### src/rtl/gpio_edge_pkg.sv
package gpio_edge_pkg;

    localparam int WORD_BITS = 32;
    localparam int MAX_LINES = 64;

    // Slots of the line window (address bits 4:3)
    localparam logic [1:0] LW_DIR   = 2'd0;
    localparam logic [1:0] LW_LEVEL = 2'd2;
    localparam logic [1:0] LW_DRIVE = 2'd3;

    // Slots of the interrupt window (address bits 4:3)
    localparam logic [1:0] IW_MASK  = 2'd0;
    localparam logic [1:0] IW_SENSE = 2'd1;
    localparam logic [1:0] IW_FLAG  = 2'd2;
    localparam logic [1:0] IW_WAKE  = 2'd3;

    typedef struct packed {
        logic       valid;
        logic       win_irq;
        logic [1:0] slot;
        logic       hi;
    } dec_t;

endpackage

### src/rtl/gpio_line_sync.sv
module gpio_line_sync #(
    parameter int W = 1
) (
    input  logic         clk,
    input  logic         rst_n,
    input  logic [W-1:0] async_in,
    output logic [W-1:0] level
);

    logic [W-1:0] meta_d, meta_q;
    logic [W-1:0] stable_d, stable_q;

    always_comb begin
        meta_d   = async_in;
        stable_d = meta_q;
    end

    always_ff @(posedge clk or negedge rst_n) begin
        if (!rst_n) begin
            meta_q   <= '0;
            stable_q <= '0;
        end else begin
            meta_q   <= meta_d;
            stable_q <= stable_d;
        end
    end

    assign level = stable_q;

endmodule

### src/rtl/gpio_edge_unit.sv
module gpio_edge_unit #(
    parameter int W = 1
) (
    input  logic         clk,
    input  logic         rst_n,
    input  logic [W-1:0] level,
    input  logic [W-1:0] sense,
    output logic [W-1:0] hit
);

    logic [W-1:0] prev_d, prev_q;

    always_comb begin
        prev_d = level;
    end

    always_ff @(posedge clk or negedge rst_n) begin
        if (!rst_n) begin
            prev_q <= '0;
        end else begin
            prev_q <= prev_d;
        end
    end

    for (genvar i = 0; i < W; i++) begin : g_line
        // sense 0: low-to-high, sense 1: high-to-low
        assign hit[i] = sense[i] ? (prev_q[i] & ~level[i])
                                 : (level[i] & ~prev_q[i]);
    end

endmodule

### src/rtl/gpio_word_pick.sv
module gpio_word_pick
    import gpio_edge_pkg::*;
#(
    parameter int W = 1
) (
    input  logic [W-1:0]         vec,
    input  logic                 hi,
    output logic [WORD_BITS-1:0] word
);

    localparam int PW = MAX_LINES;

    logic [PW-1:0] wide;

    assign wide = PW'(vec);
    assign word = hi ? wide[PW-1:WORD_BITS] : wide[WORD_BITS-1:0];

endmodule

### src/rtl/gpio_edge_bank.sv
module gpio_edge_bank
    import gpio_edge_pkg::*;
#(
    parameter int NUM_LINES = 36,
    parameter int ADDR_W    = 7
) (
    input  logic                 clk,
    input  logic                 rst_n,
    input  logic [ADDR_W-1:0]    bus_addr,
    input  logic                 bus_we,
    input  logic [WORD_BITS-1:0] bus_wdata,
    output logic [WORD_BITS-1:0] bus_rdata,
    input  logic [NUM_LINES-1:0] pad_in,
    output logic [NUM_LINES-1:0] pad_out,
    output logic [NUM_LINES-1:0] pad_oe,
    output logic                 irq,
    output logic                 wake
);

    localparam int N  = NUM_LINES;
    localparam int PW = MAX_LINES;

    typedef struct packed {
        logic [N-1:0] dir;
        logic [N-1:0] drive;
        logic [N-1:0] mask;
        logic [N-1:0] sense;
        logic [N-1:0] flag;
        logic [N-1:0] wken;
    } regs_t;

    regs_t regs_d, regs_q;
    dec_t  dec;

    logic [N-1:0]  level;
    logic [N-1:0]  edge_hit;
    logic [N-1:0]  rd_vec;
    logic [PW-1:0] lane_mask;
    logic [PW-1:0] lane_data;
    logic [N-1:0]  wmask;
    logic [N-1:0]  wdat;
    logic [N-1:0]  clr;
    logic          wr_line, wr_irq;
    logic          unused_bits;

    gpio_line_sync #(.W(N)) u_sync (
        .clk      (clk),
        .rst_n    (rst_n),
        .async_in (pad_in),
        .level    (level)
    );

    gpio_edge_unit #(.W(N)) u_edge (
        .clk   (clk),
        .rst_n (rst_n),
        .level (level),
        .sense (regs_q.sense),
        .hit   (edge_hit)
    );

    // Address decode
    always_comb begin
        dec.valid   = (bus_addr[ADDR_W-2:5] == '0);
        dec.win_irq = bus_addr[ADDR_W-1];
        dec.slot    = bus_addr[4:3];
        dec.hi      = bus_addr[2];
    end

    // Per-word write lanes
    assign lane_mask = dec.hi ? {{WORD_BITS{1'b1}}, {WORD_BITS{1'b0}}}
                              : {{WORD_BITS{1'b0}}, {WORD_BITS{1'b1}}};
    assign lane_data = {bus_wdata, bus_wdata};
    assign wmask     = lane_mask[N-1:0];
    assign wdat      = lane_data[N-1:0];
    assign wr_line   = bus_we && dec.valid && !dec.win_irq;
    assign wr_irq    = bus_we && dec.valid &&  dec.win_irq;

    assign unused_bits = ^{bus_addr[1:0], lane_mask, lane_data};

    function automatic logic [N-1:0] merge_lane(
        input logic [N-1:0] old_v,
        input logic [N-1:0] new_v,
        input logic [N-1:0] m
    );
        return (old_v & ~m) | (new_v & m);
    endfunction

    // Next-state computation
    always_comb begin
        regs_d = regs_q;
        clr    = '0;
        if (wr_line) begin
            case (dec.slot)
                LW_DIR:   regs_d.dir   = merge_lane(regs_q.dir,   wdat, wmask);
                LW_DRIVE: regs_d.drive = merge_lane(regs_q.drive, wdat, wmask);
                default:  ;
            endcase
        end
        if (wr_irq) begin
            case (dec.slot)
                IW_MASK:  regs_d.mask  = merge_lane(regs_q.mask,  wdat, wmask);
                IW_SENSE: regs_d.sense = merge_lane(regs_q.sense, wdat, wmask);
                IW_FLAG:  clr          = wdat & wmask;
                IW_WAKE:  regs_d.wken  = merge_lane(regs_q.wken,  wdat, wmask);
                default:  ;
            endcase
        end
        // a new edge overrides a clear in the same cycle
        regs_d.flag = (regs_q.flag & ~clr) | edge_hit;
    end

    always_ff @(posedge clk or negedge rst_n) begin
        if (!rst_n) begin
            regs_q <= '0;
        end else begin
            regs_q <= regs_d;
        end
    end

    // Read selection
    always_comb begin
        rd_vec = '0;
        if (dec.valid) begin
            if (!dec.win_irq) begin
                case (dec.slot)
                    LW_DIR:   rd_vec = regs_q.dir;
                    LW_LEVEL: rd_vec = level;
                    LW_DRIVE: rd_vec = regs_q.drive;
                    default:  rd_vec = '0;
                endcase
            end else begin
                case (dec.slot)
                    IW_MASK:  rd_vec = regs_q.mask;
                    IW_SENSE: rd_vec = regs_q.sense;
                    IW_FLAG:  rd_vec = regs_q.flag;
                    default:  rd_vec = regs_q.wken;
                endcase
            end
        end
    end

    gpio_word_pick #(.W(N)) u_pick (
        .vec  (rd_vec),
        .hi   (dec.hi),
        .word (bus_rdata)
    );

    assign pad_oe  = regs_q.dir;
    assign pad_out = regs_q.drive;
    assign irq     = |(regs_q.flag & regs_q.mask);
    assign wake    = |(regs_q.flag & regs_q.wken);

endmodule

### config.mk
export PLATFORM = sky130hd
export DESIGN_NAME = gpio_edge_bank
export DESIGN_NICKNAME = d
export VERILOG_FILES = /design/src/rtl/gpio_edge_pkg.sv /design/src/rtl/gpio_line_sync.sv /design/src/rtl/gpio_edge_unit.sv /design/src/rtl/gpio_word_pick.sv /design/src/rtl/gpio_edge_bank.sv
export SDC_FILE = /design/constraint.sdc
export NUM_CORES = 1
export LEC_CHECK = 0
export BUFFER_PORTS_ARGS = -buffer_cell sky130_fd_sc_hd__buf_2
export CAP_MARGIN = 15
export CORE_MARGIN = 2
export CORE_UTILIZATION = 50
export CTS_CLUSTER_SIZE = 24
export DETAILED_ROUTE_END_ITERATION = 7
export GPL_ROUTABILITY_DRIVEN = 0
export PLACE_DENSITY = 0.81
export SETUP_SLACK_MARGIN = 0.4
export SLEW_MARGIN = 20
export SYNTH_ARGS = -nofsm -noshare
export SYNTH_HDL_FRONTEND = slang
export SYNTH_SLANG_ARGS = --single-unit
export TNS_END_PERCENT = 30
### constraint.sdc
create_clock -name clk -period 1.3 [get_ports clk]
set_clock_uncertainty 0.1 [all_clocks]
set_input_delay 0.13 -clock clk [delete_from_list [all_inputs] [get_ports clk]]
set_output_delay 0.13 -clock clk [all_outputs]
set_load 0.005 [all_outputs]
* Yosys cells after proc, flatten, opt, wreduce, memory -nomap -nowiden *
Index checks and enable logic that the tools add are counted.

word-level totals
  flip-flop bits (word level) = 324
  bits of input ports = 78
  output and inout port bits = 106
  logic and storage cells = 230

operators by class
  eq/ne operators = 3
  multiplexer cells = 44
  bitwise gates (word level) = 162
  reduce and logical (&&, ||, !) cells = 12

operator list
  kind                                            count
  bitwise AND 36 bit                              9
  bitwise OR 36 bit                               6
  case mux 36 bit (3 select lines)                2
  two-way mux 36 bit                              5
  NOT 1 bit                                       73
  bitwise AND 1 bit                               72
  NOT 36 bit                                      2
  OR reduction 36 bit                             2
  two-way mux 1 bit                               36
  two-way mux 32 bit                              1
  AND reduction 2 bit                             5
  == test 2 bit (second input constant)           2
  logical AND 1 bit                               3
  == test 2 x 1 -> 1 bit (second input constant)  1
  zero test 2 bit                                 1
  zero test 1 bit                                 1

* Depth between registers and ports, before layout *
Gate-level depths: netlist of run 1.

  word-level depth = 7
  gate-level depth with buffers = 8
  gate-level depth less buffers = 4

* By module *
Synthesis of run 1 repeated with hierarchy kept, for this count alone.

unflattened totals
  cells, all modules = 1095
  area, all modules = 14826.7 um2

by module, submodules not included
  module          times used  cells each  area an instance (um2)
  gpio_edge_bank  1           844         11064.4
  gpio_line_sync  1           72          1801.7
  gpio_edge_unit  1           144         1707.9
  gpio_word_pick  1           35          252.7

* Worst setup path before layout of run 1 *
OpenSTA, ideal clock, no wires.

  kind = input port to output port
  start point = input port bus_addr[4]
  end point = output port bus_rdata[19]
  data arrival time = 1.253 ns
  data required time = 1.070 ns
  path slack = -0.183 ns
  stages = 6
  buffers on the path = 3
  cell sequence = buf_4 buf_8 buf_12 mux4_2 inv_1 a2111oi_0

on the way
  longest elaborated chain between the ends = 5
  elaborated cells between the ends (all ways) = 9
  classes of those cells = eq/ne (3); mux (5); reduce/logical (1)

ends and longest elaborated chain
  element                                                     line                                          source
  start: declaration                                          gpio_edge_bank.sv:9                           input logic [ADDR_W-1:0] bus_addr,
  == test 2 bit, or another cell as far along                 gpio_edge_bank.sv:125                         case (dec.slot)
  case mux 36 bit (3 select lines), on equally long branches  gpio_edge_bank.sv:125, gpio_edge_bank.sv:132
  two-way mux 36 bit *                                        gpio_edge_bank.sv:124                         if (!dec.win_irq) begin
  two-way mux 36 bit *                                        gpio_edge_bank.sv:123                         if (dec.valid) begin
  two-way mux 32 bit *                                        gpio_word_pick.sv:16                          assign word = hi ? wide[PW-1:WORD_BITS] : wide[WORD_BITS-1:0];
  end: declaration                                            gpio_edge_bank.sv:12                          output logic [WORD_BITS-1:0] bus_rdata,

Mark *: on every way between the ends. The rest lies on a longest branch, timed or not.

* Worst setup path in the final report of run 1 *
  start point = register regs_q[39]
  end point = output port wake

on the way
  longest elaborated chain between the ends = 2

ends and longest elaborated chain
  element                   line                   source
  start: declaration        gpio_edge_bank.sv:32   regs_t regs_d, regs_q;
  start signal: assignment  gpio_edge_bank.sv:116  regs_q <= regs_d;
  bitwise AND 36 bit        gpio_edge_bank.sv:151  assign wake = |(regs_q.flag & regs_q.wken);
  OR reduction 36 bit       gpio_edge_bank.sv:151
  end: declaration          gpio_edge_bank.sv:17   output logic wake

No other way between the ends.

==> flow_results.org, run 1 <==
** STA
- Across all hold checks on the routed design, the worst slack comes to -0.0298 ns.
- The number of hold violations in the final report was 2.
- Once routing completed, OpenROAD measured the worst setup slack at -1.61 ns.
- FMAX :: 344 MHz
- Post-route minimum period :: 2.91 ns
- Worst Max-Slew Pin Slew :: a little under 0.8 ns
- Setup violations remaining at the end of the flow were counted as 94.
- Total negative slack :: -34.88 ns
- The number of max-slew violations in the final report came to 0.
- Final period util :: 224%
- Setup repair after global routing could not meet its margin everywhere.
- Worst max-slew margin expressed relative to the limit :: 47.7%

** Critical path
- The number of cells on the worst reg-to-reg path is 3.
- Arrival time worst endpoint :: 2.68 ns
- CP Class :: flop to output port
- Slowest stage cell, crit path :: sky130_fd_sc_hd__dfrtp_1
- CP Capture Type :: output port
- CP Max Fanout :: 2
- Broken down by cell family, the worst path's largest delay share belongs to simple AND/OR/NAND/NOR gates.
- Walking the worst path, the cells encountered are a22oi_2 > nand4_1 > nor4_2 > buf_4 > nand4_1 > buf_2.
- For the worst setup path, the data required time is about 1.1 ns.
- The worst setup path is launched from a flop.
- Counting stages on the worst path, the most repeated cell is sky130_fd_sc_hd__nand4_1.
- In this run the critical register-to-register path is launched from u_sync.level[22].
- Capturing point of the worst reg2reg path :: regs_q[58]
- Worst stage delay on the critical path :: roughly 0.45 ns
- The number of buffers and inverters on the critical path is 2.
- R2r setup slk :: -0.16 ns

** Clock tree
- In this run the clock root is driven by a sky130_fd_sc_hd__clkbuf_16.
- TritonCTS Sinks :: ~320
- Clock-pin slew was measured on the worst setup and hold paths at ~0.060 ns.
- The clock passes through at most 3 buffers.
- Source-to-sink clock delay at the later pin of the worst-skew pair :: roughly 0.54 ns
- The H-tree generated during clock tree synthesis spans 2 levels.
- Clock tree from TritonCTS :: built
- Cts bufs inserted :: 36

** Synthesis
- Synthesized instance count :: ~1200
- After synthesis, the cell types taking the most area are sky130_fd_sc_hd__dfrtp_1, sky130_fd_sc_hd__mux2_2, sky130_fd_sc_hd__buf_4, sky130_fd_sc_hd__nand2_1, sky130_fd_sc_hd__mux4_2.
- Post-synthesis cell type count :: 45
- When the netlist entered floorplanning its net count stood at approximately 1200.
- Flop and latch count out of synthesis :: roughly 320
- Yosys printed 0 warnings.
- The synthesized design spends more area on one cell type than any other, namely sky130_fd_sc_hd__dfrtp_1.
- Summing every instance area after synthesis gives roughly 15000 sq um.
- Each instance of the synthesized netlist takes up on average 12.5 sq um.
- Sequential cells were found to cover 55.5% of the synthesized design area.
- Fraction of synthesized cell area taken by the top area cell type :: approximately 55%

** Min path
- Hold Crit Depth :: 4
- In this run the most critical hold path is launched from bus_wdata[2].
- The min-delay analysis places its worst path in the category input pin to flop.

** Placed design
- Instance area after placement :: roughly 18000 sq um
- Setup slack at placement :: -0.759 ns
- Once detailed placement completed, the half-perimeter wirelength came to around 30000 microns.
- Buffers added on ports :: 181

** Cells and area
- The finished cells cover between 20000 and 25000 sq um.
- Commonest non-fill, non-tap cells in the layout :: sky130_fd_sc_hd__dfrtp_1, sky130_fd_sc_hd__buf_6, sky130_fd_sc_hd__buf_2, sky130_fd_sc_hd__buf_4, sky130_fd_sc_hd__mux2_2
- The multi-input combinational cells in the finished layout cover a total of between 6000 and 7000 sq um.
- The final layout contains 1700 nets.
- Total of fill cells in the finished design :: 1472
- Proportion of layout cells with a drive suffix above 1 :: 56.0%
- Reg area :: 8120 sq um
- The area growth from synthesis to layout is 48.0%.
- The library cell used most frequently in the layout, excluding fill and tap cells, is sky130_fd_sc_hd__dfrtp_1.
- Post-route core utilization :: 75.2%

** Floorplanning
- Measured along the x axis, the die boundary spans ~170 microns.
- Pin placement for this block handled about 180 I/O pins.
- Core Region :: 28800 sq um
- From bottom edge to top edge, the die measures 175 microns.
- Starting density of the core :: 50.8%
- Total Die Area :: roughly 30000 sq um
- Standard-cell row count :: just over 60

** Power and ir drop
- Leakage :: roughly 10 nW
- PD cells :: ~1500 nW/um^2
- Across the VDD grid, the largest voltage drop is 1.20 mV.

** Route
- Summing over every cut layer, the via total after detailed routing is 13100.
- Once detail routing completed, the nets flagged for antenna violations numbered 0.
- Mean routed wirelength per cell :: 28.5 microns
- Drt first pass iters :: 8
- First-iteration detailed-routing DRC count :: around 1500
- The final layout contains routed wiring with a total length of approximately 58000 microns.
- For this run, design rule violations remaining after detail routing come to 7.
- Via density :: 6.46

** Global route
- Met3 usage in global routing :: between 7 and 8%
- The via count of the first global-routing pass is 13500.
- For met2 alone, demand over resource in global routing was 54.9%.
- Antenna violations before repair :: 1
- Global routing consumed, over all layers together, between 30% and 40% of the routing resources.
- The layer flagged by global routing as most heavily used is met2.
- Met1 track utilization from global routing :: about two fifths
- Maximum number of pins on one net before global-route repair :: 54
- The total overflow left after global routing is 0.
- Global-route wire length before repair :: a little under 80000 microns

** Status
- Failing checks :: DRC, hold timing, setup timing
- Result of the run :: finished, violations left

** Job
- Maximum Capacitance Violations :: 0
synth_stat cells, drive strengths merged:
library cell    n
a2111oi        28
a211oi         29
a21o           31
a21oi           7
a221o           2
a221oi          2
a22o            2
a22oi          32
a2bb2oi         1
and2            2
and2b           1
and3b           2
and4b           1
and4bb          1
buf           117
clkbuf         14
dfrtp         324
inv            32
mux2          148
mux2i          33
mux4           36
nand2         143
nand2b          1
nand3           3
nand3b          2
nand4          10
nor2           78
nor2b           1
nor3            1
nor4            2
nor4b           1
o211ai          7
o21ai          71
o22ai           3
o311ai          3
power breakdown:
part | internal [mW] | switching [mW]
Clock | 6.28 | 4.39
Combinational | 4.46 | 3.77
Sequential | 11.4 | 1.39
Total | 22.1 | 9.55
area by class of cell:
type                    count  area share (%)
repair buffers            544            23.3
flip-flops and latches    324            37.5
clock buffers              51            5.04
multi-input cells         684            30.7
well taps                 384            2.22
inverters                  32           0.555
diodes                      1          0.0116
clock inverters            13           0.654
stage by stage:
step | power, mW | cells
4_1_cts | 30.0 | 2021
5_1_grt | 32.4 | 2033
3_3_place_gp | 18.0 | 1886
3_5_place_dp | 18.3 | 1886
2_1_floorplan | 15.5 | 1171
6_report | 31.7 | 2033
repair_timing:
item | CTS | global route
pin swaps | 37 | 58
hold endpoints to repair | 541 | 3
cloned | 0 | 1
setup endpoints to repair | 314 | 417
hold buffers | 69 | 1
resized for setup | 324 | 175
setup buffers | 2 | 9
layer usage:
metal / wire length, microns / vias to the layer above / share of wire [%]
met5: 0 / - / 0
met4: 5020 / 0 / 8.7
met3: 6410 / 429 / 11
met2: 26800 / 1121 / 46
met1: 19800 / 6516 / 34
li1: - / 5062 / -
worst reg2reg max path, cell delays in order (launching register included):
cell                      delay (ns)
sky130_fd_sc_hd__dfrtp_1        0.40
sky130_fd_sc_hd__buf_4          0.15
sky130_fd_sc_hd__o21ai_0        0.58
sky130_fd_sc_hd__a21o_1         0.18
kinds of logic (layout without fill, tap and decap cells):
| group | count (synthesis) | after routing | share of synthesized area [%] |
|---|---|---|---|
| simple gates | 249 | 249 | 7.23 |
| other cells | 0 | 1 | 0 |
| flops | 324 | 324 | 55.5 |
| buf+inv | 163 | 640 | 7.45 |
| compound gates | 218 | 218 | 10.2 |
| mux | 217 | 217 | 19.6 |
worst max-delay path by stage:
stage,start,to,slack [ns],cells past startpoint
after detailed placement,bus_addr[3],bus_rdata[26],-0.76,6
after CTS,regs_q[38],wake,-1.07,6
after global routing,flop,wake,-1.59,6
final,regs_q[39],wake,-1.61,6
after floorplan,bus_addr[5],flop,-0.14,6
after global placement,bus_addr[4],bus_rdata[26],-0.82,7
(Power assumes the default switching activity.)
==> run 2, diff against run 1 <==
--- a/config.mk
+++ b/config.mk
@@ -13,7 +13,6 @@
 export DETAILED_ROUTE_END_ITERATION = 7
 export GPL_ROUTABILITY_DRIVEN = 0
 export PLACE_DENSITY = 0.81
-export SETUP_SLACK_MARGIN = 0.4
 export SLEW_MARGIN = 20
 export SYNTH_ARGS = -nofsm -noshare
 export SYNTH_HDL_FRONTEND = slang
==> run 2 against run 1 <==
Net effect: count of clock-buffer cells in the layout up 3; global-route usage up 0.071 points; routed wire length down 12%; sequential share of layout area up 2.1 points; flip-flop and latch count unchanged; combinational power down 13%; the flow finishes with violations (hold timing, setup timing).
==> flow_results.org, run 2 (same netlist as run 1, synthesis figures left out) <==
** Global route
- The maximum number of pins on one net before global-route repair was 59 (+9.3%).
- The overall fraction of global-route tracks in use is 33.2% (+0.071 points).
- The via count of the first global-routing pass was 13200 (-2.6%).
- Antenna violations before repair :: 1 (unchanged)
- Global-route wire length before repair :: 77500 microns (-0.58%)
- The total congestion overflow after global routing is 0 (unchanged).

** Floorplanning
- The standard-cell row count was 62 (unchanged).
- Starting density of the core :: 50.8% (unchanged)
- Total Die Area :: 30600 sq um (unchanged)
- The die width came to 175 microns (unchanged).
- Y dimension of the die :: 175 microns (unchanged)
- The core outline area came to 28800 sq um (unchanged).
- The I/O pin count came to 184 (unchanged).

** Min path
- Path type of the worst min-delay path :: input pin to flop

** STA
- Final-layout worst hold slack :: -0.00509 ns (+0.0247 ns)
- The number of hold violations in the final report was 2 (unchanged).
- The number of max-slew violations in the final report is 0 (unchanged).
- FMAX :: 366 MHz (+6.6%)
- The final setup violation count was 86 (-8.5%).
- The total negative slack is -31.44 ns (+3.44 ns).
- The minimum setup slack in the final design was -1.43 ns (+0.179 ns).
- Worst max-slew margin expressed relative to the limit :: 61.4% (+14 points)
- Final period util :: 210% (-14 points)
- The worst-margin pin slew was 0.580 ns (-0.205 ns).
- The clock period minus final worst setup slack was 2.73 ns (-0.179 ns).
- Setup repair after global routing could not meet its margin everywhere.

** Clock tree
- The clock sink count was 324 (unchanged).
- The root buffer cell chosen for the clock tree is sky130_fd_sc_hd__clkbuf_16.
- Total number of H-tree levels :: 2 (unchanged)
- Clock transition time at the flip-flop clock pins of the worst setup and hold paths :: 0.06 ns (about the same)
- TritonCTS built the clock tree.
- Source-to-sink clock delay at the later pin of the worst-skew pair :: 0.52 ns (-0.02 ns)
- The number of buffers on the longest clock path was 3 (unchanged).
- The clock buffer count from CTS is 36 (unchanged).

** Critical path
- The worst setup path is captured at an output port.
- The worst setup path is launched from a flop.
- CP Class :: flop to output port
- The required time of the worst setup path was 1.07 ns (about the same).
- Arrival time worst endpoint :: 2.50 ns (-0.18 ns)
- The highest net fanout along the worst path came to 3 (+1).

** Power and ir drop
- The total power consumption of the routed design came to 30.0 mW (-5.4%).
- The leakage power was 9.40 nW (-6.0%).
- PD cells :: 1460 nW/um^2 (-0.12%)
- Peak supply drop :: 1.03 mV (-14%)

** Cells and area
- Area overhead of the layout relative to synthesis :: 40.2%
- Layout net count :: 1689 (-0.65%)
- Proportion of layout cells with a drive suffix above 1 :: 49.1% (-6.9 points)
- Most frequent standard cell in the layout excluding fill and tap cells :: sky130_fd_sc_hd__dfrtp_1
- Total of fill cells in the finished design :: 1738 (+18%)
- Commonest non-fill, non-tap cells in the layout :: sky130_fd_sc_hd__dfrtp_1, sky130_fd_sc_hd__buf_4, sky130_fd_sc_hd__mux2_2, sky130_fd_sc_hd__buf_6, sky130_fd_sc_hd__nand2_1

** Route
- The length of the first detailed-routing pass in iterations is 6 (-2).
- First-iteration detailed-routing DRC count :: 1441 (-5.3%)
- The ratio of routed vias to standard cells was 6.14 (-5.0%).
- Mean routed wirelength per cell :: 25.2 microns (-12%)
- The number of nets with antenna violations after routing is 0 (unchanged).
- The total via count in the routed design was 12400 (-5.7%).
- The overall routed net length is 50800 microns (-12%).
- Remaining design rule violation count :: 0 (-7)

** Placed design
- HPWL Detailed :: 30200 microns (+1.1%)
- The number of buffers inserted by port buffering is 181 (unchanged).

** Status
- The checks that failed: hold timing, setup timing.
- Result of the run :: finished, violations left

** Job
- Maximum Capacitance Violations :: 0 (unchanged)
-- run 2: path summary, 6_finish.rpt --
check                                   from          endpoint  slack, ns  depth (start not counted)
max in group asynchronous              rst_n        regs_q[49]       0.42                          4
hold / removal                        bus_we              flop     -0.005                          4
min in group asynchronous              rst_n  u_sync.level[32]          0                          2
hold reg to reg            u_sync.meta_q[24]  u_sync.level[24]       0.25                          0
setup reg to reg                        flop        regs_q[59]       0.08                          5
setup / recovery                  regs_q[48]              wake      -1.43                          6
-- run 2: final cells by class --
type / instances / area (sq um) / area share, %
well taps: 384 / 480 / 2.35
clock buffers: 54 / 1070 / 5.22
inverters: 32 / 120 / 0.586
flip-flops and latches: 324 / 8130 / 39.7
diodes: 1 / 2.50 / 0.0122
multi-input cells: 684 / 5850 / 28.6
clock inverters: 6 / 83.8 / 0.409
repair buffers: 533 / 4740 / 23.2
-- run 2: power breakdown --
group          switching [mW]  total (mW)  internal, mW  leakage (nW)
Combinational            3.15        7.19          4.03          4.95
Clock                    4.05        10.1          6.06         0.569
Sequential               1.27        12.7          11.4          3.88
-- run 2: worst max-delay path, cell delays in order, from the launching register on --
cell	delay (ns)
sky130_fd_sc_hd__dfrtp_1	0.44
sky130_fd_sc_hd__a22oi_1	0.43
sky130_fd_sc_hd__nand2_1	0.20
sky130_fd_sc_hd__nor4_4	0.45
sky130_fd_sc_hd__buf_4	0.18
sky130_fd_sc_hd__nand4_1	0.10
sky130_fd_sc_hd__buf_2	0.18
-- run 2: metrics by stage --
step           setup WS [ns]  utilization [%]  cells  hold WS [ns]  cell area [sq um]
2_1_floorplan         -0.136                -   1171        -0.266              14800
3_3_place_gp          -0.559             61.2   1880       -0.0661              17600
3_5_place_dp          -0.605             61.2   1880       -0.0694              17600
4_1_cts               -0.979             70.3   2011     0.0000268              20200
5_1_grt                -1.62             71.2   2018        0.0156              20500
6_report               -1.43             71.2   2018      -0.00509              20500
-- run 2: per-layer routing --
metal | wire length (microns) | vias up | global-route usage, %
met1 | 18100 | 6137 | 39.4
met3 | 5090 | 294 | 9.90
met4 | 3570 | 0 | 19.5
met2 | 24000 | 931 | 53.8
li1 | - | 5021 | -
met5 | 0 | - | 0.321
-- run 2: timing repair --
| action | 4_1_cts | 5_1_grt |
|---|---|---|
| endpoints found under the setup margin | 86 | 165 |
| cloned | 0 | 0 |
| pin swaps | 18 | 12 |
| hold endpoints to repair | 540 | 0 |
| hold buffers | 69 | 0 |
| setup buffers | 6 | 14 |
| gates resized for setup | 204 | 54 |
==> run 3, diff against run 2 <==
--- a/config.mk
+++ b/config.mk
@@ -7,13 +7,16 @@
 export LEC_CHECK = 0
 export BUFFER_PORTS_ARGS = -buffer_cell sky130_fd_sc_hd__buf_2
 export CAP_MARGIN = 15
+export CELL_PAD_IN_SITES_DETAIL_PLACEMENT = 1
+export CELL_PAD_IN_SITES_GLOBAL_PLACEMENT = 1
 export CORE_MARGIN = 2
-export CORE_UTILIZATION = 50
+export CORE_UTILIZATION = 43
 export CTS_CLUSTER_SIZE = 24
 export DETAILED_ROUTE_END_ITERATION = 7
 export GPL_ROUTABILITY_DRIVEN = 0
-export PLACE_DENSITY = 0.81
-export SLEW_MARGIN = 20
+export PLACE_DENSITY = 0.85
+export REMOVE_ABC_BUFFERS = 1
+export SLEW_MARGIN = 10
 export SYNTH_ARGS = -nofsm -noshare
 export SYNTH_HDL_FRONTEND = slang
 export SYNTH_SLANG_ARGS = --single-unit
==> run 3 against run 2 <==
Net effect: the flow finishes with violations (setup timing); non-clock buffer count grew 37; utilization shrank 7.7 points; count of clock-buffer cells in the layout shrank 3; design area grew 3.9%; sequential share of layout area shrank 1.5 points; register-to-register slack lost 0.25 ns; clock power grew 8%.
==> flow_results.org, run 3 (same netlist as run 1, synthesis figures left out) <==
** Critical path
- CP Capture Type :: output port
- The arrival time at the worst endpoint is 2.41 ns (-0.09 ns).
- CP Data Required Time :: 1.07 ns (about the same)
- The highest net fanout along the worst path came to 2 (-1).
- CP Class :: flop to output port
- STA classifies the critical path startpoint as a flop.

** Route
- Via density :: 6.47 (+5.4%)
- The wire length per cell is 34.3 microns (+36%).
- The number of DRC markers after the initial detailed-route iteration is 1601 (+11%).
- Remaining design rule violation count :: 0 (unchanged)
- The length of the first detailed-routing pass in iterations came to 5 (-1).
- Detailed-route wire length :: 72900 microns (+43%)
- Antenna Nets Post-Route :: 0 (unchanged)
- Via count :: 13700 (+11%)

** STA
- The clock period minus final worst setup slack is 2.64 ns (-0.0866 ns).
- Unrepaired setup endpoints after global routing :: true
- The worst hold slack after final layout is 0.0199 ns (+0.0250 ns).
- The normalized max-slew margin is 53.2% (-8.2 points).
- The final cycle utilization of the critical path was 203% (-6.7 points).
- Final slew viol count :: 0 (unchanged)
- The worst-margin pin slew was 0.695 ns (+0.115 ns).
- Worst setup slack after layout :: -1.34 ns (+0.0866 ns)
- The final setup violation count came to 107 (+24%).
- The total negative slack came to -37.85 ns (-6.41 ns).
- FMAX :: 378 MHz (+3.3%)
- The number of hold violations in the final report was 0 (-2).

** Floorplanning
- Standard-cell row count :: 67 (+8.1%)
- Chip width :: 188 microns (+7.7%)
- Num ports :: 184 (unchanged)
- Total Die Area :: 35500 sq um (+16%)
- Core Region :: 33500 sq um (+17%)
- The initial cell density of the core is 43.6% (-7.2 points).
- The y dimension of the die is 188 microns (+7.7%).

** Global route
- Via count of the first global-routing pass :: 15400 (+17%)
- The maximum number of pins on one net before global-route repair came to 44 (-25%).
- GRT Util Overall :: 41.3% (+8.1 points)
- Global-route wire length before repair :: 107000 microns (+38%)
- The initial antenna violation count is 2 (+1).
- Overflow after GRT :: 0 (unchanged)

** Status
- The checks that failed: setup timing.
- The run finished, with violations left.

** Power and ir drop
- The total power consumption of the routed design was 32.4 mW (+8.3%).
- The power per standard cell area came to 1520 nW/um^2 (+4.2%).
- The maximum VDD drop is 1.21 mV (+17%).
- The leakage power came to 9.69 nW (+3.1%).

** Cells and area
- In the layout the commonest cells are sky130_fd_sc_hd__dfrtp_1, sky130_fd_sc_hd__buf_4, sky130_fd_sc_hd__buf_6, sky130_fd_sc_hd__mux2_2, sky130_fd_sc_hd__nand2_1.
- Relative to the synthesized area, the layout overhead comes to 45.6%.
- Inserted Diodes :: 0 (-1)
- Post-route core utilization :: 63.5% (-7.7 points)
- The proportion of layout cells with a drive suffix above 1 came to 51.8% (+2.7 points).
- Cell area after layout :: 21300 sq um (+3.9%)
- Most frequent standard cell in the layout excluding fill and tap cells :: sky130_fd_sc_hd__dfrtp_1
- Layout net count :: 1727 (+2.2%)

** Clock tree
- The clock edge transition at the registers on the reported setup and hold paths is 0.07 ns (about the same).
- Source-to-sink clock delay at the later pin of the worst-skew pair :: 0.55 ns (+0.03 ns)
- Cts bufs inserted :: 37 (+2.8%)
- TritonCTS Sinks :: 324 (unchanged)
- Maximum clock insertion buffer count :: 3 (unchanged)
- TritonCTS built the clock tree.
- The cell sitting at the root of the clock tree is a sky130_fd_sc_hd__clkbuf_16.
- Total number of H-tree levels :: 2 (unchanged)

** Placed design
- Buffers added on ports :: 181 (unchanged)
- Instance area after placement :: 17900 sq um (+1.5%)
- The final HPWL from detailed placement is 37900 microns (+26%).

** Min path
- The min-delay analysis places its worst path in the category input pin to asynchronous set/reset pin.

** Job
- Maximum Capacitance Violations :: 0 (unchanged)
==> run 3: worst paths after layout <==
check | start | cells after the start | slack [ns] | end
setup / recovery | regs_q[52] | 5 | -1.34 | irq
hold / removal | rst_n | 2 | 0.02 | u_sync.meta_q[10]
setup reg to reg | u_sync.level[6] | 3 | -0.17 | regs_q[42]
hold reg to reg | u_sync.meta_q[14] | 0 | 0.24 | u_sync.level[14]
max in group asynchronous | rst_n | 3 | 0.44 | asynchronous set/reset pin
min in group clk | pad_in[31] | 2 | 0.13 | u_sync.meta_q[31]
==> run 3: final cells by class <==
type	count	area, sq um
clock inverters	17	124
fillers	3303	12300
inverters	32	128
clock buffers	51	1100
well taps	448	561
repair buffers	570	5180
flip-flops and latches	324	8120
multi-input cells	684	6060
==> run 3: critical path, stage by stage, from the launching register on <==
cell	delay [ns]
sky130_fd_sc_hd__dfrtp_1	0.41
sky130_fd_sc_hd__a22oi_2	0.42
sky130_fd_sc_hd__nand4_1	0.29
sky130_fd_sc_hd__nor4_4	0.30
sky130_fd_sc_hd__nand4_1	0.24
sky130_fd_sc_hd__buf_2	0.20
==> run 3: through the flow <==
step                cells  setup slack (ns)
detailed placement   1985            -0.707
finish               2126             -1.34
global route         2126             -1.41
global placement     1985            -0.693
CTS                  2125             -1.21
floorplan            1040            -0.750
==> run 3: power breakdown <==
part	internal (mW)	switching (mW)	leakage, nW	total (mW)
sequential	11.4	1.40	3.88	12.8
clock	6.17	4.78	0.617	10.9
combinational	4.47	4.24	5.20	8.71
==> run 3: per-layer routing <==
layer	global-route usage (%)	routed length (microns)	up-vias
met5	0	9	-
li1	-	-	5089
met1	47.5	25700	6930
met2	66.8	34100	1229
met3	11.7	6660	499
met4	28.9	6380	2
==> run 3: what timing repair did <==
item / in CTS / in global routing
hold buffers: 70 / 0
pin swaps: 34 / 24
gates resized for setup: 290 / 79
endpoints found under the hold margin: 542 / 0
setup endpoints to repair: 103 / 141
setup buffers: 22 / 18
